==> config.mk <==
export PLATFORM = sky130hd
export DESIGN_NAME = rx_burst_framer
export DESIGN_NICKNAME = d
export VERILOG_FILES = /design/src/rtl/rbf_pkg.sv /design/src/rtl/rbf_cmd_parser.sv /design/src/rtl/rbf_time_base.sv /design/src/rtl/rbf_burst_ctrl.sv /design/src/rtl/rx_burst_framer.sv
export SDC_FILE = /design/constraint.sdc
export NUM_CORES = 1
export LEC_CHECK = 0
export ABC_AREA = 1
export BUFFER_PORTS_ARGS = -buffer_cell sky130_fd_sc_hd__clkbuf_2
export CORE_UTILIZATION = 40
export DETAILED_ROUTE_END_ITERATION = 7
export SETUP_SLACK_MARGIN = 0.4
export SLEW_MARGIN = 20
export SYNTH_ARGS = -nofsm -noshare
export SYNTH_HDL_FRONTEND = slang
export SYNTH_SLANG_ARGS = --single-unit
==> constraint.sdc <==
create_clock -name clk -period 4.2 [get_ports clk]
set_input_delay 1.05 -clock clk [delete_from_list [all_inputs] [get_ports clk]]
set_output_delay 1.05 -clock clk [all_outputs]
set_load 0.02 [all_outputs]
==> src/rtl/rbf_pkg.sv <==
// Package: shared constants, command record, state encoding and helpers
// for the receive burst framer. Assumes the fixed 32-bit beat layout.
package rbf_pkg;
    localparam int WORD_W  = 32;
    localparam int CNT_W   = 16;
    localparam int TIME_W  = 64;
    localparam int PAIR_W  = 16;
    localparam int CMD_BEATS = 3;
    localparam int BEAT_IDX_W = $clog2(CMD_BEATS);

    // Field positions inside command beat 0 and the packet header
    localparam int F_WAIT   = 16;
    localparam int F_CONT   = 17;
    localparam int F_LATE   = 18;
    localparam int F_OVF    = 19;
    localparam int F_NARROW = 20;

    typedef struct packed {
        logic [CNT_W-1:0]  count;
        logic              wait_time;
        logic              cont;
        logic [TIME_W-1:0] start;
    } burst_cmd_t;

    typedef enum logic [2:0] {
        ST_IDLE,
        ST_WAIT,
        ST_HDR,
        ST_PAY,
        ST_CLOSE
    } rbf_state_e;

    // Assemble the header beat from the command echo and status bits
    function automatic logic [WORD_W-1:0] make_header(
        input burst_cmd_t c, input logic late, input logic ovf, input logic narrow);
        logic [WORD_W-1:0] h;
        h = '0;
        h[CNT_W-1:0] = c.count;
        h[F_WAIT]    = c.wait_time;
        h[F_CONT]    = c.cont;
        h[F_LATE]    = late;
        h[F_OVF]     = ovf;
        h[F_NARROW]  = narrow;
        return h;
    endfunction

    // Reduce a 16-bit I/Q sample to its 8-bit I/Q pair
    function automatic logic [PAIR_W-1:0] to_pair(input logic [WORD_W-1:0] s);
        return {s[31:24], s[15:8]};
    endfunction
endpackage

==> src/rtl/rbf_cmd_parser.sv <==
// Command collector: gathers the three command beats into one record and
// holds it until the controller takes it. Assumes the controller asserts
// take only while pending is high.
module rbf_cmd_parser
    import rbf_pkg::*;
(
    input  logic              clk,
    input  logic              rst_n,
    input  logic [WORD_W-1:0] cmd_tdata,
    input  logic              cmd_tvalid,
    output logic              cmd_tready,
    input  logic              take,
    output logic              pending,
    output burst_cmd_t        cmd
);
    logic [BEAT_IDX_W-1:0] beat_q;
    logic                  fire;

    assign cmd_tready = !pending;
    assign fire       = cmd_tvalid && cmd_tready;

    // Collect beats in order and raise pending on the last one
    always_ff @(posedge clk) begin
        if (!rst_n) begin
            beat_q  <= '0;
            pending <= 1'b0;
            cmd     <= '0;
        end else begin
            if (take) pending <= 1'b0;
            if (fire) begin
                case (beat_q)
                    BEAT_IDX_W'(0): begin
                        cmd.count     <= cmd_tdata[CNT_W-1:0];
                        cmd.wait_time <= cmd_tdata[F_WAIT];
                        cmd.cont      <= cmd_tdata[F_CONT];
                        beat_q        <= BEAT_IDX_W'(1);
                    end
                    BEAT_IDX_W'(1): begin
                        cmd.start[TIME_W-1:WORD_W] <= cmd_tdata;
                        beat_q                     <= BEAT_IDX_W'(2);
                    end
                    default: begin
                        cmd.start[WORD_W-1:0] <= cmd_tdata;
                        beat_q                <= '0;
                        pending               <= 1'b1;
                    end
                endcase
            end
        end
    end
endmodule

==> src/rtl/rbf_time_base.sv <==
// Sample time base: counts accepted sample beats. Assumes tick is one
// per accepted sample; wraps at 2^W.
module rbf_time_base #(
    parameter int W = 64
) (
    input  logic         clk,
    input  logic         rst_n,
    input  logic         tick,
    output logic [W-1:0] now
);
    // Advance one step per accepted sample
    always_ff @(posedge clk) begin
        if (!rst_n)    now <= '0;
        else if (tick) now <= now + W'(1);
    end
endmodule

==> src/rtl/rbf_burst_ctrl.sv <==
// Burst controller: takes commands, waits for the start time, sends the
// header and timestamp beats, packs payload samples into the one-word
// output slot and handles overflow and continuous runs. Assumes the time
// base advances exactly on smp_tvalid && smp_tready.
module rbf_burst_ctrl
    import rbf_pkg::*;
(
    input  logic              clk,
    input  logic              rst_n,
    input  logic              narrow_sel,
    input  burst_cmd_t        cmd,
    input  logic              cmd_pending,
    output logic              cmd_take,
    input  logic [TIME_W-1:0] now,
    input  logic [WORD_W-1:0] smp_tdata,
    input  logic              smp_tvalid,
    output logic              smp_tready,
    output logic [WORD_W-1:0] pkt_tdata,
    output logic              pkt_tvalid,
    input  logic              pkt_tready,
    output logic              pkt_tlast,
    output logic              waiting,
    output logic [TIME_W-1:0] arm_start
);
    rbf_state_e        state;
    burst_cmd_t        cur;
    logic [1:0]        hidx;
    logic              late_q, ovf_q, narrow_q, half_q;
    logic [TIME_W-1:0] ts_q;
    logic [CNT_W-1:0]  rem;
    logic [PAIR_W-1:0] pack_q;
    logic              slot_free, smp_fire, last_smp, need_load;
    logic [PAIR_W-1:0] pair;

    assign slot_free = !pkt_tvalid || pkt_tready;
    assign smp_fire  = smp_tvalid && smp_tready;
    assign pair      = to_pair(smp_tdata);
    assign last_smp  = (rem == CNT_W'(1));
    assign need_load = !narrow_q || half_q || last_smp;
    assign cmd_take  = (state == ST_IDLE) && cmd_pending;
    assign waiting   = (state == ST_WAIT);
    assign arm_start = cur.start;

    // Sample acceptance: free-flow except while framing or deciding
    always_comb begin
        case (state)
            ST_IDLE: smp_tready = !cmd_pending;
            ST_WAIT: smp_tready = (now != cur.start);
            ST_PAY:  smp_tready = 1'b1;
            default: smp_tready = 1'b0;
        endcase
    end

    // Burst sequencing and output slot loading
    always_ff @(posedge clk) begin
        if (!rst_n) begin
            state      <= ST_IDLE;
            cur        <= '0;
            hidx       <= '0;
            late_q     <= 1'b0;
            ovf_q      <= 1'b0;
            narrow_q   <= 1'b0;
            half_q     <= 1'b0;
            ts_q       <= '0;
            rem        <= '0;
            pack_q     <= '0;
            pkt_tdata  <= '0;
            pkt_tvalid <= 1'b0;
            pkt_tlast  <= 1'b0;
        end else begin
            if (pkt_tvalid && pkt_tready) pkt_tvalid <= 1'b0;
            case (state)
                ST_IDLE: begin
                    if (cmd_pending && cmd.count != '0) begin
                        cur  <= cmd;
                        hidx <= '0;
                        if (cmd.wait_time && cmd.start > now) begin
                            state <= ST_WAIT;
                        end else begin
                            ts_q   <= now;
                            late_q <= cmd.wait_time && (cmd.start < now);
                            state  <= ST_HDR;
                        end
                    end
                end
                ST_WAIT: begin
                    if (now == cur.start) begin
                        ts_q   <= now;
                        late_q <= 1'b0;
                        state  <= ST_HDR;
                    end
                end
                ST_HDR: begin
                    if (slot_free) begin
                        pkt_tvalid <= 1'b1;
                        pkt_tlast  <= 1'b0;
                        case (hidx)
                            2'd0: begin
                                pkt_tdata <= make_header(cur, late_q, ovf_q, narrow_sel);
                                ovf_q     <= 1'b0;
                                narrow_q  <= narrow_sel;
                                hidx      <= 2'd1;
                            end
                            2'd1: begin
                                pkt_tdata <= ts_q[TIME_W-1:WORD_W];
                                hidx      <= 2'd2;
                            end
                            default: begin
                                pkt_tdata <= ts_q[WORD_W-1:0];
                                rem       <= cur.count;
                                half_q    <= 1'b0;
                                state     <= ST_PAY;
                            end
                        endcase
                    end
                end
                ST_PAY: begin
                    if (smp_fire) begin
                        if (need_load && !slot_free) begin
                            ovf_q <= 1'b1;
                            state <= ST_CLOSE;
                        end else begin
                            rem <= rem - CNT_W'(1);
                            if (need_load) begin
                                pkt_tvalid <= 1'b1;
                                pkt_tlast  <= last_smp;
                                half_q     <= 1'b0;
                                if (!narrow_q)   pkt_tdata <= smp_tdata;
                                else if (half_q) pkt_tdata <= {pair, pack_q};
                                else             pkt_tdata <= {{PAIR_W{1'b0}}, pair};
                            end else begin
                                pack_q <= pair;
                                half_q <= 1'b1;
                            end
                            if (last_smp) begin
                                if (cur.cont && !cmd_pending) begin
                                    ts_q   <= now + TIME_W'(1);
                                    late_q <= 1'b0;
                                    hidx   <= '0;
                                    state  <= ST_HDR;
                                end else begin
                                    state <= ST_IDLE;
                                end
                            end
                        end
                    end
                end
                ST_CLOSE: begin
                    if (slot_free) begin
                        pkt_tvalid <= 1'b1;
                        pkt_tlast  <= 1'b1;
                        pkt_tdata  <= '0;
                        state      <= ST_IDLE;
                    end
                end
                default: state <= ST_IDLE;
            endcase
        end
    end
endmodule

==> src/rtl/rx_burst_framer.sv <==
// Top: receive burst framer. Wires the command collector, the sample
// time base and the burst controller. Assumes one clock domain.
module rx_burst_framer
    import rbf_pkg::*;
(
    input  logic              clk,
    input  logic              rst_n,
    input  logic              narrow_sel,
    input  logic [WORD_W-1:0] cmd_tdata,
    input  logic              cmd_tvalid,
    output logic              cmd_tready,
    input  logic [WORD_W-1:0] smp_tdata,
    input  logic              smp_tvalid,
    output logic              smp_tready,
    output logic [WORD_W-1:0] pkt_tdata,
    output logic              pkt_tvalid,
    input  logic              pkt_tready,
    output logic              pkt_tlast
);
    burst_cmd_t        cmd_q;
    logic              cmd_pending, cmd_take, ctrl_waiting;
    logic [TIME_W-1:0] time_now, arm_start;

    rbf_cmd_parser u_parser (
        .clk(clk), .rst_n(rst_n),
        .cmd_tdata(cmd_tdata), .cmd_tvalid(cmd_tvalid), .cmd_tready(cmd_tready),
        .take(cmd_take), .pending(cmd_pending), .cmd(cmd_q)
    );

    rbf_time_base #(.W(TIME_W)) u_time (
        .clk(clk), .rst_n(rst_n),
        .tick(smp_tvalid && smp_tready), .now(time_now)
    );

    rbf_burst_ctrl u_ctrl (
        .clk(clk), .rst_n(rst_n), .narrow_sel(narrow_sel),
        .cmd(cmd_q), .cmd_pending(cmd_pending), .cmd_take(cmd_take),
        .now(time_now),
        .smp_tdata(smp_tdata), .smp_tvalid(smp_tvalid), .smp_tready(smp_tready),
        .pkt_tdata(pkt_tdata), .pkt_tvalid(pkt_tvalid), .pkt_tready(pkt_tready),
        .pkt_tlast(pkt_tlast),
        .waiting(ctrl_waiting), .arm_start(arm_start)
    );
endmodule

==> impl_results.md <==
* Status: finished, final reports clean
* Tcrit/Tclk final at 89.3%
* Leading area contributor after synthesis: dfxtp_1
* Buf+Inv Stages, Crit Path at 2
* Seq/Total Area, Yosys at 36.7%
* Post-synth EDFFs at 0
* Worst path most repeated cell: nand2_1
* Vias in the first global route at 18.6k
* CP Capture Type: primary output
* Clk_lat worst skew at 590 ps
* LEAKAGE at 9.87 nW
* P_int at 8.14 mW
* Sequential share of power at 35.3%
* Worst Path Required at 3150 ps
* FMAX at 267 MHz
* CTS Buf Count at 43
* Post-route insts no fill at 3803
* Crit path max fanout at 7
* Hold depth at 2
* Placed cells at 3726
* TNS Setup at 0 ps
* TritonCTS clock tree: yes
* Global-route wire length before repair at 109000 um
* Port bufs at 105
* Yosys cell types at 41
* CTS resizes at 0
* Setup Buffers After CTS at 0
* ANT nets after route at 0
* Startpoint types: register
* Hpwl dp at 53500 um
* Combinational power share at 36.8%
* GRT Total Usage at 27.6%
* Rel. slew slack at 31.9%
* Worst r2r src: u_time.now[52]$_SDFFE_PN0P_
* Final min period at 3750 ps
* Rows at 82
* Clock tree buffer depth at 3
* Top-count cell post-synth: nand2_1
* Most used DFF post-synth: dfxtp_1
* Arr. time, crit path at 2700 ps
* Synth top area share at 36.7%
* Pwr dens at 609 nW/um^2
* Syn-to-layout area delta at 12.0%
* DRC at 0
* RSZ-0062 raised after global routing: no
* Reg2Reg Setup Slack at 1010 ps
* Drt via density at 5.25
* Io pins at 106
* Initial DRC count at 1793
* Psw at 5.64 mW
* Worst Hold Launch: u_ctrl.cur[65]$_SDFFE_PN0P_
* Initial antenna violation count at 1
* CP max stage delay at 460 ps
* Clock Skews at 25.9 ps
* # diodes at 0
* Reg2Reg Depth at 15
* Total gr overflow at 0
* Clk slew on worst S/H paths at 70 ps
* Post-synthesis cell count at 3089
* FF-to-FF End: u_time.now[20]$_SDFFE_PN0P_
* Fillers at 5262
* Min-delay worst type: register to register
* Post-Syn Area per Cell at 6.54 um^2
* Post-synth top cells: 647 x nand2_1, 550 x nor2_1, 370 x dfxtp_1
* Core Util, Final at 45.3%
* Detailed Routing Iterations Pass 1 at 5
* Clock power share at 27.9%
* Largest net degree at the start of global routing at 150
* Critical path, cell by cell: inv_2, nand2_1, nand2_1, nor2_1, nand2_1, nor2_1, nand2_1, nor2_1, nand2_1, nand2_1, nand3_2, clkbuf_2
* Die Footprint at 51400 um^2
* Final Max Tran Viols at 0
* Num Clock Sinks at 370
* Synthesized cell area at 20200 um^2
* Die H at 227 um
* Core Region at 50000 um^2
* Critical path class: register to primary output
* Setup Viol. Count Final at 0
* Starting density of the core at 40.4%
* Root buf cell: clkbuf_16
* Critical-path top delay cell: dfxtp_2
* Layout cell share with drive strength beyond 1 at 7.60%
* Vias after detailed routing at 20.0k
* Top cells by area, synth: dfxtp_1 37%, nand2_1 12%, nor2_1 10%
* Routed len/inst at 18.6 um
* Final Hold Fails at 0
* Ys async rst share at 0%
* Hold endpoint: u_ctrl.cur[65]$_SDFFE_PN0P_
* Max-cap violation count at 0
* Gp weighted congestion at 1.02
* Die X at 227 um
* # nets final at 3236
* Tot Pwr at 13.8 mW
* Hold buffer count at cts at 0
* Worst Tran Pin Value at 1020 ps
* Syn_nets at 3226
* Maximum VDD drop at 266 uV
* Sw frac at 40.9%
* Crit path max-delay family: simple AND/OR/NAND/NOR gates
* Total Routed Length at 70800 um
* Htree depth at 2
* Yosys warnings at 0
* Number of synthesized register bits at 370
==> power by group through the flow <==
stage          clock network, mW  logic, mW  registers (mW)
3_3_place_gp                   0       4.94            4.90
2_1_floorplan                  0       3.64            4.82
6_report                    3.85       5.07            4.86
3_5_place_dp                   0       5.00            4.92
4_1_cts                     3.91       5.05            4.85
5_1_grt                     4.05       5.78            4.94
==> per-layer routing <==
layer  track usage, %  vias to the layer above  wire length [um]
met2             43.8                      652             31300
met1             37.8                     9271             32700
met5                0                        -                 0
li1                 -                     9926                 -
met4             9.00                        0              2270
met3             4.60                      116              4540
==> layout by cell type, fill, tap and decap left out, types with 11 or more instances in the layout <==
master | Yosys | layout
a21oi_1 | 211 | 211
a22oi_1 | 11 | 11
a31oi_1 | 32 | 32
buf_4 | 3 | 26
clkbuf_16 | 0 | 44
clkbuf_2 | 3 | 104
dfxtp_1 | 370 | 368
ha_1 | 67 | 67
inv_1 | 330 | 329
inv_2 | 13 | 14
nand2_1 | 647 | 647
nand3_1 | 90 | 89
nand4_1 | 51 | 51
nor2_1 | 550 | 547
nor3_1 | 53 | 53
o21ai_0 | 296 | 296
o221ai_1 | 17 | 17
o22ai_1 | 26 | 26
xor2_1 | 107 | 107
==> through the flow <==
| stage | hold WS [ps] | area [um^2] | setup slack, ps |
|---|---|---|---|
| 6_report | 454 | 22600 | 451 |
| 5_1_grt | 474 | 22600 | 414 |
| 4_1_cts | 456 | 22600 | 429 |
| 3_5_place_dp | 447 | 21200 | 890 |
| 3_3_place_gp | 438 | 21200 | 952 |
| 2_1_floorplan | 424 | 20200 | 1720 |
==> cells by family (layout without fill, tap and decap cells) <==
| logic type | count (synthesis) | in the layout | share of synthesized area (%) |
|---|---|---|---|
| flip-flops | 370 | 370 | 36.7 |
| buffers and inverters | 521 | 563 | 10.1 |
| adder cells (fa/ha/maj) | 67 | 67 | 4.15 |
| AO/OA/AOI/OAI | 610 | 610 | 16.2 |
| XOR/XNOR | 112 | 112 | 4.85 |
| AND/OR/NAND/NOR | 1409 | 1409 | 28.0 |
==> how the worst max path moves through the flow <==
stage | from | endpoint | depth (start not counted)
3_3_place_gp | smp_tvalid | u_ctrl.pack_q[4]$_SDFFE_PN0P_ | 10
2_1_floorplan | cmd_tvalid | u_parser.cmd[72]$_SDFFE_PN0P_ | 6
5_1_grt | u_time.now[52]$_SDFFE_PN0P_ | smp_tready | 12
3_5_place_dp | smp_tvalid | u_ctrl.pack_q[0]$_SDFFE_PN0P_ | 10
6_report | u_time.now[52]$_SDFFE_PN0P_ | smp_tready | 12
4_1_cts | u_time.now[52]$_SDFFE_PN0P_ | smp_tready | 12
==> tightest hold or removal path, cell delays in order (launching register included) <==
cell and delay [ps]:
dfxtp_1 310, inv_1 50, a21oi_1 50
==> cell type report <==
class | count | area (um^2) | share of cell area, %
Timing Repair Buffer | 136 | 830 | 3.67
Clock inverter | 17 | 180 | 0.796
Clock buffer | 60 | 1250 | 5.53
Multi-Input combinational cell | 2198 | 10800 | 47.7
Sequential cell | 370 | 7410 | 32.7
Inverter | 350 | 1310 | 5.81
Tap cell | 672 | 841 | 3.72
==> flip-flops by register name, summed over array words and instances (netlist names), 2 cells and up <==
name              flops
u_parser.cmd         82
u_ctrl.arm_start     64
u_ctrl.ts_q          64
u_time.now           64
u_ctrl.pkt_tdata     32
u_ctrl.cur           18
u_ctrl.pack_q        16
u_ctrl.rem           16
u_ctrl.state          3
u_ctrl.hidx           2
u_parser.beat_q       2
Power figures use the tool's default switching activity.
